[config.mk]
export PLATFORM = sky130hd
export DESIGN_NAME = hs_pipe_stage
export DESIGN_NICKNAME = d
export VERILOG_FILES = /design/src/rtl/hs_pkg.sv /design/src/rtl/hs_c_element.sv /design/src/rtl/hs_delay_line.sv /design/src/rtl/hs_func_unit.sv /design/src/rtl/hs_pipe_stage.sv
export SDC_FILE = /design/constraint.sdc
export NUM_CORES = 1
export LEC_CHECK = 0
export BUFFER_PORTS_ARGS = -buffer_cell sky130_fd_sc_hd__buf_2
export CORE_MARGIN = 4
export CORE_UTILIZATION = 55
export DETAILED_ROUTE_END_ITERATION = 10
export PLACE_DENSITY = 0.81
export SETUP_SLACK_MARGIN = 0.02
export SLEW_MARGIN = 15
export SYNTH_ARGS = -nofsm -noshare
export SYNTH_HDL_FRONTEND = slang
export SYNTH_SLANG_ARGS = --single-unit
[constraint.sdc]
create_clock -name clk -period 2.1 [get_ports clk]
set_clock_uncertainty 0.1 [all_clocks]
set_input_delay 0.105 -clock clk [delete_from_list [all_inputs] [get_ports clk]]
set_output_delay 0.105 -clock clk [all_outputs]
set_load 0.005 [all_outputs]
[src/rtl/hs_pkg.sv]
// Package: shared helpers for the four-phase handshake stage.
// Assumes: nothing beyond IEEE 1800-2017 constant functions.
package hs_pkg;

    // Width of a down-counter that must hold values 0..max_val.
    function automatic int unsigned cnt_width(input int unsigned max_val);
        int unsigned w;
        w = 1;
        while ((1 << w) <= max_val) w++;
        return w;
    endfunction

endpackage

[src/rtl/hs_c_element.sv]
// Module: rendezvous register with C-element behaviour.
// The output rises when both inputs are high, falls when both are low,
// and otherwise holds. Assumes synchronous active-low reset to 0.
module hs_c_element (
    input  logic clk,
    input  logic rst_n,
    input  logic a,
    input  logic b,
    output logic q
);

    // Update the held state: set on agreement high, clear on agreement low.
    always_ff @(posedge clk) begin
        if (!rst_n)
            q <= 1'b0;
        else if (a && b)
            q <= 1'b1;
        else if (!a && !b)
            q <= 1'b0;
    end

endmodule

[src/rtl/hs_delay_line.sv]
// Module: matched-delay model. Loads DELAY_CYCLES into a down-counter on
// the first cycle Start is seen high, raises Done when it reaches zero and
// clears Done as soon as Start is low. Assumes DELAY_CYCLES >= 1.
module hs_delay_line #(
    parameter int unsigned DELAY_CYCLES = 3
) (
    input  logic clk,
    input  logic rst_n,
    input  logic start,
    output logic done
);
    import hs_pkg::*;

    localparam int unsigned CW = cnt_width(DELAY_CYCLES);

    logic [CW-1:0] cnt_q;
    logic          start_seen_q;

    // Count down from the load value while Start stays high.
    always_ff @(posedge clk) begin
        if (!rst_n) begin
            cnt_q        <= '0;
            done         <= 1'b0;
            start_seen_q <= 1'b0;
        end else begin
            start_seen_q <= start;
            if (start && !start_seen_q) begin
                cnt_q <= CW'(DELAY_CYCLES);
                done  <= 1'b0;
            end else if (!start) begin
                cnt_q <= '0;
                done  <= 1'b0;
            end else if (cnt_q != '0) begin
                cnt_q <= cnt_q - 1'b1;
                if (cnt_q == CW'(1))
                    done <= 1'b1;
            end
        end
    end

endmodule

[src/rtl/hs_func_unit.sv]
// Module: placeholder function unit, a modular add of a constant.
// Purely combinational; its worst-case delay is modelled by hs_delay_line.
module hs_func_unit #(
    parameter int unsigned DATA_W    = 8,
    parameter int unsigned ADD_CONST = 5
) (
    input  logic [DATA_W-1:0] din,
    output logic [DATA_W-1:0] dout
);

    // Compute the result; wraps modulo 2^DATA_W.
    always_comb dout = din + DATA_W'(ADD_CONST);

endmodule

[src/rtl/hs_pipe_stage.sv]
// Module: one four-phase handshake pipeline stage.
// Accept rendezvous (in_req, not out_ack) captures the word and acknowledges
// upstream; launch rendezvous (held, not out_ack) starts the function; the
// delay model's Done raises out_req with the registered result. out_req
// drops once the launch state has fallen. Assumes both neighbours obey the
// four-phase protocol; all control resets to zero.
module hs_pipe_stage #(
    parameter int unsigned DATA_W       = 8,
    parameter int unsigned DELAY_CYCLES = 3,
    parameter int unsigned ADD_CONST    = 5
) (
    input  logic              clk,
    input  logic              rst_n,
    input  logic              in_req,
    input  logic [DATA_W-1:0] in_data,
    output logic              in_ack,
    output logic              out_req,
    output logic [DATA_W-1:0] out_data,
    input  logic              out_ack
);

    logic              hold_q;
    logic              launch_q;
    logic              done;
    logic              capture;
    logic [DATA_W-1:0] word_q;
    logic [DATA_W-1:0] result;
    logic              oreq_q;
    logic [DATA_W-1:0] odata_q;

    // Accept rendezvous: request present and downstream acknowledge low.
    hs_c_element u_accept (
        .clk   (clk),
        .rst_n (rst_n),
        .a     (in_req),
        .b     (!out_ack),
        .q     (hold_q)
    );

    // Launch rendezvous: word held and downstream acknowledge low.
    hs_c_element u_launch (
        .clk   (clk),
        .rst_n (rst_n),
        .a     (hold_q),
        .b     (!out_ack),
        .q     (launch_q)
    );

    // Enable pulse: the edge at which the accept state goes high.
    always_comb capture = in_req && !out_ack && !hold_q;

    // Data latch, loaded only on the enable pulse.
    always_ff @(posedge clk) begin
        if (!rst_n)
            word_q <= '0;
        else if (capture)
            word_q <= in_data;
    end

    hs_func_unit #(
        .DATA_W    (DATA_W),
        .ADD_CONST (ADD_CONST)
    ) u_func (
        .din  (word_q),
        .dout (result)
    );

    hs_delay_line #(
        .DELAY_CYCLES (DELAY_CYCLES)
    ) u_delay (
        .clk   (clk),
        .rst_n (rst_n),
        .start (launch_q),
        .done  (done)
    );

    // Output request and result register: set on Done, clear after launch falls.
    always_ff @(posedge clk) begin
        if (!rst_n) begin
            oreq_q  <= 1'b0;
            odata_q <= '0;
        end else if (done && !oreq_q) begin
            oreq_q  <= 1'b1;
            odata_q <= result;
        end else if (!launch_q) begin
            oreq_q  <= 1'b0;
        end
    end

    assign in_ack   = hold_q;
    assign out_req  = oreq_q;
    assign out_data = odata_q;

endmodule

==> key figures <==
Synth
  • Ys flop type: dfxtp_1
  • Avg Cell Area, Syn: 9.75 µm²
  • Sequential area share after synthesis: 0.468
  • Synthesized instance count: 101
  • Ys async rst share: 0
  • Post-Synthesis Cell Area: ~980 µm²
  • Syn Nets: 118
  • Yosys warning count: 0
  • Yosys top cell by area: dfxtp_1
  • Post-synth EDFFs: 0
  • Largest cells by area after synthesis: dfxtp_1 (47%), mux2i_1 (10%), nor2b_1 (7.6%), ha_1 (6.4%), o21ai_0 (4.6%)
  • FF+latch count, synth: 23
  • Unique cell type count in the Yosys netlist: 24
  • Share of the synthesized area in the top cell type: 0.468

Place
  • DP HPWL: around 1400 µm
  • Inst Count DP: between 100 and 150
  • I/O Buffers: 21
  • Placer Congestion: 0.769
  • Placed inst area: 0.00111 mm²

Layout
  • Non-Filler Instances: 156
  • Share of cells above drive strength 1: 0.206
  • Most frequent cells in the layout: dfxtp_1 (23), buf_2 (21), nor2b_1 (12)
  • # diodes: 0
  • Final #Nets: 149
  • Most common cell after layout, fill and taps aside: dfxtp_1
  • P&R area growth vs syn: 23.6%
  • Post-route cell area: 0.00122 mm²

Global routing
  • Initial antenna violation count: 0
  • First-pass GRT wire length: 3390 µm
  • Gr usage total: 0.175
  • Overflow after GRT: 0
  • Vias in the first global route: around 770
  • Largest net degree at the start of global routing: 22

Setup path
  • Crit path max fanout: 4
  • Worst Path Arrival: 1.43 ns
  • Endpoint class of the critical path: flip-flop
  • Worst Path Required: 2.18 ns
  • Startpoint Class: flip-flop
  • Critical path type: flip-flop to flip-flop

Power
  • Maximum vdd ir drop: roughly 530 µV
  • Overall Power: approximately 730 µW
  • Pleak: approximately 0.00051 µW
  • Total power per unit cell area: 596 mW/mm²

Floorplan
  • Starting Density: 0.577
  • Die area: 0.00253 mm²
  • Die height: 50.3 µm
  • I/O Pins: 22
  • Row cnt: 15
  • Die W: 50.3 µm
  • Area of the core: 0.00171 mm²

Timing
  • Final hold viol count: 0
  • Final min period: 1.35 ns
  • Tcrit/Tclk final: 0.644
  • Setup TNS Final: 0 ns
  • WHS: 0.0782 ns
  • Fmax achieved: about 740 MHz
  • Worst-Margin Slew: 0.569 ns
  • RSZ-0062 raised after global routing: false
  • Count of final setup violators: 0
  • Relative slew margins: 0.620
  • Slew Viols, Final: 0

Clock tree
  • Worst-path clk slew: 0.12 ns
  • Clk_lat worst skew: 0.30 ns
  • H-tree depth: 1
  • Sink Count: 23
  • Post-CTS Setup Repair Bufs: 0
  • Number of buffers created by CTS: 3
  • Resized Gates After CTS: 0
  • Root buffer cell: clkbuf_4
  • Clk buf depth: 2
  • CTS tree: built

Detailed routing
  • Post-route ant nets: 0
  • DR DRC count: 0
  • Router iterations before antenna repair: 4
  • Via count: 779
  • DRT Wirelength: 1920 µm
  • Routed wire per std cell: 12.3 µm
  • Vias per inst: approximately 5.0
  • Starting DRT DRC Count: 11

Status
  • Status: finished, final reports clean

Hold path
  • Worst Hold Class: input port to flip-flop

Run
  • Maxcap violations: 0
==> final cells by class <==
cell class,count,area [µm²]
multi-input combinational,70,492
fill,140,490
sequential,23,460
timing repair buffer,30,193
tap,25,31.3
clock buffer,4,26.3
inverter,4,15.0
==> critical path, stage by stage, from the launching register on <==
cell	delay, ns
dfxtp_1	0.36
ha_1	0.25
o2111ai_1	0.25
xor2_1	0.18
a21oi_1	0.08
==> worst paths after layout <==
kind / slack, ns / to / start / cells after the start
worst min-delay path: 0.08 / out_data[0] / rst_n / 2
worst min register to register: 0.37 / u_delay.cnt_q[1] / u_delay.start_seen_q / 1
worst max register to register: 0.75 / out_data[6] / word_q[0] / 4
worst max-delay path: 0.75 / out_data[6] / word_q[0] / 4
==> report_power, final <==
group          switching [µW]  leakage [µW]  internal (µW)
Clock                     125     0.0000150           74.0
Sequential               11.2      0.000186            446
Combinational            28.1      0.000312           41.2
==> sequential cells by signal (all words and copies together) (netlist names) <==
signal,cells
out_data,8
word_q,8
u_delay.cnt_q,2
out_req,1
u_accept.q,1
u_delay.done,1
u_delay.start_seen_q,1
u_launch.q,1
==> metrics by stage <==
stage	setup WS, ns	utilization
detailed placement	0.768	0.651
finish	0.747	0.713
global placement	0.833	0.651
floorplan	0.909	-
global route	0.631	0.713
CTS	0.745	0.713
==> what timing repair did <==
item | CTS | global route
endpoints found under the hold margin | 8 | 0
endpoints found under the setup margin | 0 | 0
hold buffers | 8 | 0
==> routing by layer <==
| metal | global-route usage | vias to the layer above | share of wire |
|---|---|---|---|
| met5 | 0 | - | 0 |
| li1 | - | 402 | - |
| met2 | 0.322 | 15 | 0.50 |
| met4 | 0.0673 | 0 | 0.017 |
| met3 | 0.0178 | 4 | 0.034 |
| met1 | 0.206 | 358 | 0.44 |
==> cells by family (layout without fill, tap and decap cells) <==
family / after synthesis / in the layout / share of synthesized area
AOI/OAI and AO/OA: 21 / 21 / 0.127
xor gates and xnor gates: 5 / 5 / 0.0445
adders and majority gates: 5 / 5 / 0.0635
buffers and inverters: 8 / 38 / 0.0330
DFF: 23 / 23 / 0.468
muxes: 11 / 11 / 0.113
and+or+nand+nor: 28 / 28 / 0.151
==> synth_stat cells, drive strengths merged, types with 2 or more instances <==
master and instances:
dfxtp 23, nor2b 12, mux2i 10, o21ai 9, nand2 8, a21oi 5, ha 5, inv 4
xor2 4, a21boi 3, a31oi 2, buf 2, clkbuf 2, nor2 2, or3 2
(Power assumes the default switching activity.)
